<file path="config.mk">
export PLATFORM = sky130hd
export DESIGN_NAME = legacy_seg_router
export DESIGN_NICKNAME = d
export VERILOG_FILES = /design/src/rtl/lsd_pkg.sv /design/src/rtl/lsd_cfg_regs.sv /design/src/rtl/lsd_seg_lookup.sv /design/src/rtl/legacy_seg_router.sv
export SDC_FILE = /design/constraint.sdc
export NUM_CORES = 1
export LEC_CHECK = 0
export ABC_CLOCK_PERIOD_IN_PS = 5200
export BUFFER_PORTS_ARGS = -buffer_cell sky130_fd_sc_hd__buf_2
export CORE_MARGIN = 1.5
export CORE_UTILIZATION = 30
export DETAILED_ROUTE_END_ITERATION = 8
export SETUP_SLACK_MARGIN = 0.02
export SLEW_MARGIN = 20
export SYNTH_ARGS = -nofsm -noshare
export SYNTH_HDL_FRONTEND = slang
export SYNTH_SLANG_ARGS = --single-unit
</file>
<file path="constraint.sdc">
create_clock -name clk -period 5.2 [get_ports clk]
set_clock_uncertainty 0.15 [all_clocks]
set_input_delay 1.04 -clock clk [delete_from_list [all_inputs] [get_ports clk]]
set_output_delay 1.04 -clock clk [all_outputs]
set_load 0.01 [all_outputs]
</file>
<file path="src/rtl/lsd_pkg.sv">
`timescale 1ns/1ps
package lsd_pkg;
    localparam int CFG_AW    = 8;
    localparam int OPT_SEGS  = 12;
    localparam int PAM_REGS  = 1 + (OPT_SEGS + 1) / 2;
    localparam logic [CFG_AW-1:0] PAM_BASE   = 8'h59;
    localparam logic [CFG_AW-1:0] SMRAM_ADDR = 8'h72;
    localparam logic [7:0]        SMRAM_RST  = 8'h02;
    localparam int SMRAM_OPEN_BIT = 6;
    localparam int SMRAM_SMM_BIT  = 3;

    localparam logic [19:0] VIDEO_LO = 20'hA0000;
    localparam logic [19:0] OPT_LO   = 20'hC0000;
    localparam logic [19:0] BIOS_LO  = 20'hF0000;
    localparam int SEG_SHIFT = 14;

    typedef enum logic [1:0] {
        ATTR_FWD_A  = 2'd0,
        ATTR_DRAM_RO = 2'd1,
        ATTR_FWD_B  = 2'd2,
        ATTR_DRAM_RW = 2'd3
    } attr_e;

    typedef enum logic [1:0] {
        RGN_OUTSIDE = 2'd0,
        RGN_VIDEO   = 2'd1,
        RGN_OPTION  = 2'd2,
        RGN_BIOS    = 2'd3
    } region_e;

    typedef struct packed {
        logic dram;
        logic we;
        logic bus;
    } route_t;

    function automatic route_t route_plain(input logic wr);
        route_t r;
        r.dram = 1'b1;
        r.we   = wr;
        r.bus  = 1'b0;
        return r;
    endfunction

    function automatic route_t route_fwd();
        route_t r;
        r.dram = 1'b0;
        r.we   = 1'b0;
        r.bus  = 1'b1;
        return r;
    endfunction

    function automatic route_t route_attr(input attr_e a, input logic wr);
        case (a)
            ATTR_DRAM_RW: return route_plain(wr);
            ATTR_DRAM_RO: return wr ? route_fwd() : route_plain(1'b0);
            default:      return route_fwd();
        endcase
    endfunction
endpackage

</file>
<file path="src/rtl/lsd_cfg_regs.sv">
`timescale 1ns/1ps
module lsd_cfg_regs
    import lsd_pkg::*;
(
    input  logic                            clk,
    input  logic                            rst,
    input  logic [CFG_AW-1:0]               cfg_addr,
    input  logic [7:0]                      cfg_wdata,
    input  logic                            cfg_we,
    output logic [7:0]                      cfg_rdata,
    output logic [PAM_REGS-1:0][7:0]        pam_bytes,
    output logic [7:0]                      smram_byte
);
    logic [CFG_AW-1:0] rel;
    logic              in_pam;
    assign rel    = cfg_addr - PAM_BASE;
    assign in_pam = (cfg_addr >= PAM_BASE) && (rel < CFG_AW'(PAM_REGS));

    for (genvar g = 0; g < PAM_REGS; g++) begin : g_pam
        always_ff @(posedge clk) begin
            if (rst)
                pam_bytes[g] <= 8'h00;
            else if (cfg_we && in_pam && rel == CFG_AW'(g))
                pam_bytes[g] <= cfg_wdata;
        end
    end

    always_ff @(posedge clk) begin
        if (rst)
            smram_byte <= SMRAM_RST;
        else if (cfg_we && cfg_addr == SMRAM_ADDR)
            smram_byte <= cfg_wdata;
    end

    always_comb begin
        cfg_rdata = 8'h00;
        if (in_pam)
            cfg_rdata = pam_bytes[rel[$clog2(PAM_REGS)-1:0]];
        else if (cfg_addr == SMRAM_ADDR)
            cfg_rdata = smram_byte;
    end

    // reset values present on the first cycle out of reset
    p_rst_smram_r1: assert property (@(posedge clk) $fell(rst) |-> smram_byte == SMRAM_RST && pam_bytes == '0)
        else $error("p_rst_smram_r1");
    // SMRAM write visible after the edge
    p_smram_write_r11: assert property (@(posedge clk) disable iff (rst)
        cfg_we && cfg_addr == SMRAM_ADDR |=> smram_byte == $past(cfg_wdata))
        else $error("p_smram_write_r11");
    // no write strobe, no register change
    p_hold_r2: assert property (@(posedge clk) disable iff (rst)
        !cfg_we |=> $stable(smram_byte) && $stable(pam_bytes))
        else $error("p_hold_r2");
endmodule

</file>
<file path="src/rtl/lsd_seg_lookup.sv">
`timescale 1ns/1ps
module lsd_seg_lookup
    import lsd_pkg::*;
#(
    parameter int ADDR_W = 32
) (
    input  logic [ADDR_W-1:0]        addr,
    input  logic [PAM_REGS-1:0][7:0] pam_bytes,
    input  logic [7:0]               smram_byte,
    input  logic                     smm_active,
    output region_e                  region,
    output attr_e                    attr,
    output logic                     window_open
);
    localparam int IDX_W = 4;

    logic [19:0]      low;
    logic             below_1m;
    logic [19:0]      opt_off;
    logic [IDX_W-1:0] seg_idx;
    attr_e            opt_attr [OPT_SEGS];
    attr_e            bios_attr;

    assign low      = addr[19:0];
    assign below_1m = (addr[ADDR_W-1:20] == '0);
    assign opt_off  = low - OPT_LO;
    assign seg_idx  = opt_off[SEG_SHIFT +: IDX_W];

    for (genvar i = 0; i < OPT_SEGS; i++) begin : g_opt
        localparam int BYTE_SEL = 1 + i / 2;
        localparam int LSB      = (i % 2 == 1) ? 4 : 0;
        assign opt_attr[i] = attr_e'(pam_bytes[BYTE_SEL][LSB +: 2]);
    end

    assign bios_attr = attr_e'(pam_bytes[0][5:4]);

    assign window_open = smram_byte[SMRAM_OPEN_BIT]
                       || (smm_active && smram_byte[SMRAM_SMM_BIT]);

    always_comb begin
        region = RGN_OUTSIDE;
        attr   = ATTR_FWD_A;
        if (below_1m && low >= VIDEO_LO) begin
            if (low < OPT_LO) begin
                region = RGN_VIDEO;
            end else if (low < BIOS_LO) begin
                region = RGN_OPTION;
                if (seg_idx < IDX_W'(OPT_SEGS))
                    attr = opt_attr[seg_idx];
            end else begin
                region = RGN_BIOS;
                attr   = bios_attr;
            end
        end
    end

    logic unused_bits;
    assign unused_bits = ^{opt_off[SEG_SHIFT-1:0], opt_off[19:SEG_SHIFT+IDX_W]};
endmodule

</file>
<file path="src/rtl/legacy_seg_router.sv">
`timescale 1ns/1ps
module legacy_seg_router
    import lsd_pkg::*;
#(
    parameter int ADDR_W = 32
) (
    input  logic              clk,
    input  logic              rst,
    input  logic [7:0]        cfg_addr,
    input  logic [7:0]        cfg_wdata,
    input  logic              cfg_we,
    output logic [7:0]        cfg_rdata,
    input  logic [ADDR_W-1:0] mem_addr,
    input  logic              mem_wr,
    input  logic              smm_active,
    output logic              to_dram,
    output logic              dram_we,
    output logic              to_bus
);
    logic [PAM_REGS-1:0][7:0] pam_bytes;
    logic [7:0]               smram_byte;
    region_e                  region;
    attr_e                    attr;
    logic                     window_open;
    route_t                   rt;

    lsd_cfg_regs u_regs (
        .clk        (clk),
        .rst        (rst),
        .cfg_addr   (cfg_addr),
        .cfg_wdata  (cfg_wdata),
        .cfg_we     (cfg_we),
        .cfg_rdata  (cfg_rdata),
        .pam_bytes  (pam_bytes),
        .smram_byte (smram_byte)
    );

    lsd_seg_lookup #(.ADDR_W(ADDR_W)) u_lookup (
        .addr        (mem_addr),
        .pam_bytes   (pam_bytes),
        .smram_byte  (smram_byte),
        .smm_active  (smm_active),
        .region      (region),
        .attr        (attr),
        .window_open (window_open)
    );

    always_comb begin
        case (region)
            RGN_VIDEO:  rt = window_open ? route_plain(mem_wr) : route_fwd();
            RGN_OPTION,
            RGN_BIOS:   rt = route_attr(attr, mem_wr);
            default:    rt = route_plain(mem_wr);
        endcase
    end

    assign to_dram = rt.dram;
    assign dram_we = rt.we;
    assign to_bus  = rt.bus;

    // exactly one destination
    p_one_dest_r10: assert property (@(posedge clk) disable iff (rst)
        $countones({to_dram, to_bus}) == 1)
        else $error("p_one_dest_r10");
    // write enable only with DRAM and a write
    p_we_qual_r10: assert property (@(posedge clk) disable iff (rst)
        dram_we |-> to_dram && mem_wr)
        else $error("p_we_qual_r10");
    // opened video window reaches DRAM
    p_video_open_r8: assert property (@(posedge clk) disable iff (rst)
        region == RGN_VIDEO && smram_byte[SMRAM_OPEN_BIT] |-> to_dram && dram_we == mem_wr)
        else $error("p_video_open_r8");
    // outside the legacy range goes to DRAM
    p_outside_r9: assert property (@(posedge clk) disable iff (rst)
        region == RGN_OUTSIDE |-> to_dram && dram_we == mem_wr)
        else $error("p_outside_r9");
    // write into read-only segment is forwarded
    p_ro_write_r6: assert property (@(posedge clk) disable iff (rst)
        (region == RGN_OPTION || region == RGN_BIOS) && attr == ATTR_DRAM_RO && mem_wr
        |-> to_bus && !dram_we)
        else $error("p_ro_write_r6");
endmodule

</file>
==> flow_summary.json, run 1 <==
{
  "muxShareOfSynthArea_pct": 13.61,
  "synth_cell_type_count": 43,
  "synth_edf_count": 0,
  "worstSetupEndpointType": "output pin",
  "place_hpwl_mm": 7.405,
  "nFillCells": 1198,
  "drv_cap": 0,
  "antenna_left": 0,
  "holdBufCountCts": 0,
  "crit_top_cell": "buf_2",
  "start_util_pct": 30.51,
  "yosys-top-cells-count": "a21oi_1, dfxtp_1, nand3_1, nand4_1, o31ai_1",
  "drt-total-wl_mm": 11.35,
  "fmax_mhz": 233.5,
  "viasPerCell": 5.778,
  "grtUsageTotal_pct": 17.81,
  "maxSlewHeadroom_pct": 38.43,
  "min_path_type": "flop to flop",
  "post_synth.cell_area_avg_um2": 8.547,
  "synth_top_cell_by_area": "dfxtp_1",
  "die_area_mm2": 0.01284,
  "yosys.area_share.simple_pct": 17.76,
  "htreeDepth": 3,
  "p_leak_nw": 1.385,
  "core-area_mm2": 0.01196,
  "synth_cells": 427,
  "area_growth_pct": 16.39,
  "gr-total-overflow": 0,
  "slowest_stage": "or3_1",
  "synth_top_cell_area_share_pct": 35.10,
  "num_vias": 3490,
  "clkSinkCount": 64,
  "drive_gt1_share_pct": 22.86,
  "synth_area_mm2": 0.003650,
  "tightest_slew_ns": 0.9236,
  "finalCriticalPeriod_ns": 4.283,
  "synth-xor-area-share_pct": 0.4457,
  "ys_ff_latch": 64,
  "io_pins": 64,
  "whs_ns": 0.3161,
  "final_net_count": 509,
  "irDropWorstVdd_mv": 0.1353,
  "synth_most_common_cell": "a21oi_1",
  "grt_max_degree": 65,
  "setup_tns_ns": 0,
  "clk_pin_slew_ns": 0.05,
  "cts.path.max_buffers": 2,
  "synth_seq_area_share_pct": 35.10,
  "finalSetupViolations": 0,
  "crit_family": "simple AND/OR/NAND/NOR gates",
  "critPathMaxStageDelay_ns": 0.41,
  "finalCritPeriodShare_pct": 82.36,
  "first_pass_iters": 5,
  "cp.arrival_ns": 3.09,
  "cts_made_buffers": 9,
  "worstSetupPathType": "input pin to output pin",
  "cts-resized-gates": 0,
  "async_reset_ff_share_pct": 0,
  "startpoint_type": "input pin",
  "grt_pass1_vias": 3217,
  "clock-root-buffer": "clkbuf_16",
  "synth.area.top_cells": "dfxtp_1, a21oi_1, mux4_2, o31ai_1, nand4_1",
  "ys_warn_count": 0,
  "ys.flop_type": "dfxtp_1",
  "grt_pass1_wl_mm": 17.59,
  "crit_chain": "buf_2 > buf_4 > or3_1 > nor3_1 > a31o_2 > nand3_2 > o22ai_1 > buf_2",
  "syn_nets": 485,
  "num_rows": 40,
  "antenna_found_initial": 2,
  "crit_path_max_fanout": 20,
  "die_w_um": 113.3,
  "finalHoldViolCount": 0,
  "cts_tree": "yes",
  "path_buf_inv": 3,
  "place.gp.congestion": 0.8139,
  "rsz0062_at_grt": "no",
  "slew_violations": 0,
  "die_height_um": 113.3,
  "power.density_mw_per_mm2": 282.7,
  "synth_compound_area_share_pct": 23.31,
  "clk_latency_ns": 0.32,
  "io_buffers": 49,
  "synth_top_family_by_area": "compound AO/OA/AOI/OAI gates",
  "drt_iter0_drc": 354,
  "crit_required_ns": 4.01,
  "status": "finished clean",
  "synthAdderAreaFrac_pct": 1.714,
  "drc": 0,
  "wire_per_inst_um": 18.79,
  "cts_setup_buffers": 0
}
## report_power, final
part           internal (mW)  switching [mW]  total (mW)  leakage, nW
clock                  0.381           0.210       0.591        0.139
sequential             0.491        0.000320       0.492        0.515
combinational         0.0351          0.0834       0.118        0.731
## cell families after synthesis
| family | Yosys count |
|---|---|
| mux | 31 |
| xor+xnor | 1 |
| compound gates | 147 |
| simple gates | 117 |
| flops | 64 |
| fa+ha+maj | 5 |
| buf+inv | 62 |
## final timing paths
kind	cells after the start	slack [ns]	start	to
max	8	0.92	cfg_addr[0]	cfg_rdata[2]
min	2	0.32	u_regs.pam_bytes[39]	u_regs.pam_bytes[39]
max reg2reg	3	4.28	u_regs.smram_byte[1]	u_regs.smram_byte[1]
min reg2reg	2	0.32	u_regs.pam_bytes[39]	u_regs.pam_bytes[39]
## placed cells by master (no fill, tap or decap), drive strengths merged, types with 2 or more instances in the layout
master,n
nor2b,3
nand2,9
nor2,18
mux2i,8
o21ai,33
a22oi,8
dfxtp,64
o22ai,9
nand4,26
ha,5
inv,14
o211ai,2
or3,5
nor3b,3
mux4,14
mux2,9
nor4b,2
o31ai,24
a21oi,66
nand3,33
buf,61
a31oi,2
clkbuf,12
nor3,8
diode,2
and2,2
nand2b,4
## metal layers
layer	wire, um	global-route usage, %	share of wire, %	vias up
li1	-	-	-	1654
met1	4817	23.08	42	1657
met2	5404	29.17	48	164
met3	905	4.178	8.0	15
met4	220	6.167	1.9	0
met5	0	0	0	-
## sequential cells by signal (all words and copies together) (netlist names)
register	count
u_regs.pam_bytes	56
u_regs.smram_byte	8
## area by class of cell
class,instances,area [um2],share of cell area [%]
Antenna cell,2,5.005,0.1178
Clock buffer,12,246.5,5.803
Clock inverter,3,42.54,1.001
Inverter,14,52.55,1.237
Multi-Input combinational cell,301,2098,49.40
Sequential cell,64,1281,30.16
Tap cell,147,183.9,4.330
Timing Repair Buffer,61,337.8,7.953
## tightest hold or removal path, cell delays in order, from the launching register on
cell	delay, ns
dfxtp_1	0.30
o31ai_1	0.06
a21oi_1	0.05
## stage by stage
stage / instance area, um2 / total power, mW / std cells / utilization (%) / worst slack (ns)
after floorplan: 3650 / 0.5778 / 427 / - / 0.7405
after global placement: 3943 / 0.6156 / 587 / 32.96 / 0.9443
after detailed placement: 3943 / 0.6175 / 587 / 32.96 / 0.9309
after CTS: 4232 / 1.206 / 602 / 35.38 / 0.9269
after global routing: 4243 / 1.234 / 602 / 35.47 / 0.7582
final: 4248 / 1.201 / 604 / 35.51 / 0.9173
Note: power is estimated with default switching activity, not from simulation.
==> inputs of run 2 (changes only) <==
--- a/config.mk
+++ b/config.mk
@@ -5,7 +5,8 @@
 export SDC_FILE = /design/constraint.sdc
 export NUM_CORES = 1
 export LEC_CHECK = 0
-export ABC_CLOCK_PERIOD_IN_PS = 5200
+export ABC_AREA = 1
+export ABC_CLOCK_PERIOD_IN_PS = 4070
 export BUFFER_PORTS_ARGS = -buffer_cell sky130_fd_sc_hd__buf_2
 export CORE_MARGIN = 1.5
 export CORE_UTILIZATION = 30
==> constraint.sdc (replaced) <==
create_clock -name clk -period 4.07 [get_ports clk]
set_clock_uncertainty 0.15 [all_clocks]
set_input_delay 0.814 -clock clk [delete_from_list [all_inputs] [get_ports clk]]
set_output_delay 0.814 -clock clk [all_outputs]
set_load 0.01 [all_outputs]
==> run 2 against run 1 <==
Against the previous run: utilization grew 0.14 points; non-clock buffer count fell by 5; via count rose by 8.9%; register-to-register slack lost 1.0 ns; area after synthesis up 5.7%; clock power rose by 24%; sequential share of layout area shrank 1.6 points; cell count grew 37%; hold slack lost 0.017 ns; global-route usage fell by 0.29 points; synthesized cell count is 45% higher; flip-flop and latch count stayed put; critical path type unchanged; highest routed layer unchanged.
==> flow_summary.json, run 2 <==
{
  "path_buf_inv": 4,
  "post-place-ws_ns": 0.5043,
  "ys.flop_type": "dfxtp_1",
  "maxSlewHeadroom_pct": 55.67,
  "wire_per_inst_um": 13.24,
  "irDropWorstVdd_mv": 0.2287,
  "synth_top_cell_area_share_pct": 33.21,
  "met2_usage_pct": 27.65,
  "num_rows": 41,
  "final_cells": 825,
  "fin_ws_ns": 0.4861,
  "place.gp.congestion": 0.8008,
  "power.density_mw_per_mm2": 341.9,
  "area_growth_pct": 16.15,
  "clk_pin_slew_ns": 0.05,
  "cts-resized-gates": 0,
  "antenna_found_initial": 0,
  "viasPerCell": 4.606,
  "busiest_layer": "met2",
  "finalCriticalPeriod_ns": 3.584,
  "antenna_left": 0,
  "finalCritPeriodShare_pct": 88.06,
  "diodes": 0,
  "grtUsageMet1_pct": 24.12,
  "worstSetupPathType": "input pin to output pin",
  "final_net_count": 709,
  "crit_path_max_fanout": 22,
  "grt_max_degree": 33,
  "final_common_cell": "nand2_1",
  "ys_warn_count": 0,
  "drc": 0,
  "crit_required_ns": 3.11,
  "finalHoldViolCount": 0,
  "num_vias": 3800,
  "first_pass_iters": 5,
  "grt_pass1_vias": 3596,
  "regMostFlops": "u_regs.pam_bytes",
  "cts_made_buffers": 9,
  "io_pins": 64,
  "cts.path.max_buffers": 2,
  "synth_most_common_cell": "nand2_1",
  "clk_latency_ns": 0.32,
  "start_util_pct": 30.69,
  "synth_area_mm2": 0.003857,
  "clock-root-buffer": "clkbuf_16",
  "top_regs": "u_regs.pam_bytes x56, u_regs.smram_byte x8",
  "tightest_slew_ns": 0.6625,
  "regArea_mm2": 0.001281,
  "cts_tree": "yes",
  "slowest_stage": "inv_1",
  "place_hpwl_mm": 7.799,
  "final_cell_mix": "nand2_1, inv_1, nor2_1, dfxtp_1, a21oi_1",
  "use_met3_pct": 2.647,
  "core-area_mm2": 0.01257,
  "synth_top_cell_by_area": "dfxtp_1",
  "placed_cell_area_mm2": 0.004200,
  "finalPower_mw": 1.532,
  "grtUsageTotal_pct": 17.52,
  "syn_nets": 677,
  "holdBufCountCts": 0,
  "crit_family": "buffers and inverters",
  "min_path_type": "flop to flop",
  "finalSetupViolations": 0,
  "gr-total-overflow": 0,
  "io_buffers": 49,
  "synth.area.top_cells": "dfxtp_1, nand2_1, inv_1, nor2_1, a21oi_1",
  "die_height_um": 116.4,
  "dp.cells": 812,
  "drt_iter0_drc": 206,
  "largest_reg_flops": 56,
  "fmax_mhz": 279.0,
  "timing.rr.start": "u_regs.pam_bytes[12]",
  "die_w_um": 116.4,
  "status": "finished clean",
  "synth_cells": 619,
  "drt-total-wl_mm": 10.92,
  "cp.arrival_ns": 2.62,
  "yosys-top-cells-count": "nand2_1, inv_1, nor2_1, dfxtp_1, a21oi_1",
  "slew_violations": 0,
  "ys_ff_latch": 64,
  "setup_tns_ns": 0,
  "synth_edf_count": 0,
  "worstSetupEndpointType": "output pin",
  "startpoint_type": "input pin",
  "drive_gt1_share_pct": 13.32,
  "worstHoldStart": "u_regs.smram_byte[2]",
  "clkSinkCount": 64,
  "multi_input_area_mm2": 0.002037,
  "design_area_mm2": 0.004481,
  "htreeDepth": 3,
  "async_reset_ff_share_pct": 0,
  "drv_cap": 0,
  "nFillCells": 1379,
  "post_synth.cell_area_avg_um2": 6.232,
  "synth_cell_type_count": 31,
  "rsz0062_at_grt": "no",
  "crit_chain": "buf_2 > inv_6 > ha_1 > inv_1 > a21oi_1 > o21ai_0 > a21oi_1 > a21o_1 > nand2_1 > o21ai_0 > buf_2",
  "cts_setup_buffers": 0,
  "critPathMaxStageDelay_ns": 0.37,
  "grt_pass1_wl_mm": 18.22,
  "die_area_mm2": 0.01355,
  "p_leak_nw": 2.163,
  "crit_start": "cfg_addr[0]",
  "synth_seq_area_share_pct": 33.21
}
==> run 2: worst paths after layout <==
path / to / slack [ns] / depth (start not counted)
hold / removal: u_regs.smram_byte[2] / 0.30 / 2
setup reg to reg: u_regs.pam_bytes[12] / 3.26 / 4
hold reg to reg: u_regs.smram_byte[2] / 0.30 / 2
setup / recovery: cfg_rdata[3] / 0.49 / 11
==> run 2: kinds of logic after synthesis <==
kind of cell               count (synthesis)  synth area share [%]
adders and majority gates                  5                 1.622
DFF                                       64                 33.21
buffers and inverters                    132                 13.98
AOI/OAI and AO/OA                        129                 18.59
and+or+nand+nor                          289                 32.60
==> run 2: report_power, final <==
group | total, mW | leakage, nW | internal, mW | switching [mW]
Sequential | 0.629 | 0.515 | 0.628 | 0.000423
Clock | 0.732 | 0.140 | 0.468 | 0.264
Combinational | 0.171 | 1.51 | 0.0539 | 0.117
==> run 2: layer usage <==
metal  up-vias  routed length (um)  part of all wire (%)
li1       2007                   -                     -
met1      1678                5417                    50
met2       100                4685                    43
met3        15                 645                   5.9
met4         0                 172                   1.6
met5         -                   0                     0
==> run 2: worst min-delay path, cell delays in order (launching register included) <==
cell	delay [ns]
dfxtp_1	0.29
inv_1	0.06
a21oi_1	0.05
==> run 2: area by class of cell <==
type | instances | area share, %
tap | 172 | 4.803
inverter | 97 | 8.238
clock buffer | 13 | 6.255
timing repair buffer | 56 | 6.646
sequential | 64 | 28.60
multi-input combinational | 423 | 45.46
==> run 2: metrics by stage <==
stage	utilization (%)	hold WS, ns
after floorplan	-	0.2746
after global placement	33.42	0.2874
after detailed placement	33.42	0.2895
after CTS	35.65	0.2978
after global routing	35.65	0.3229
final	35.65	0.2989
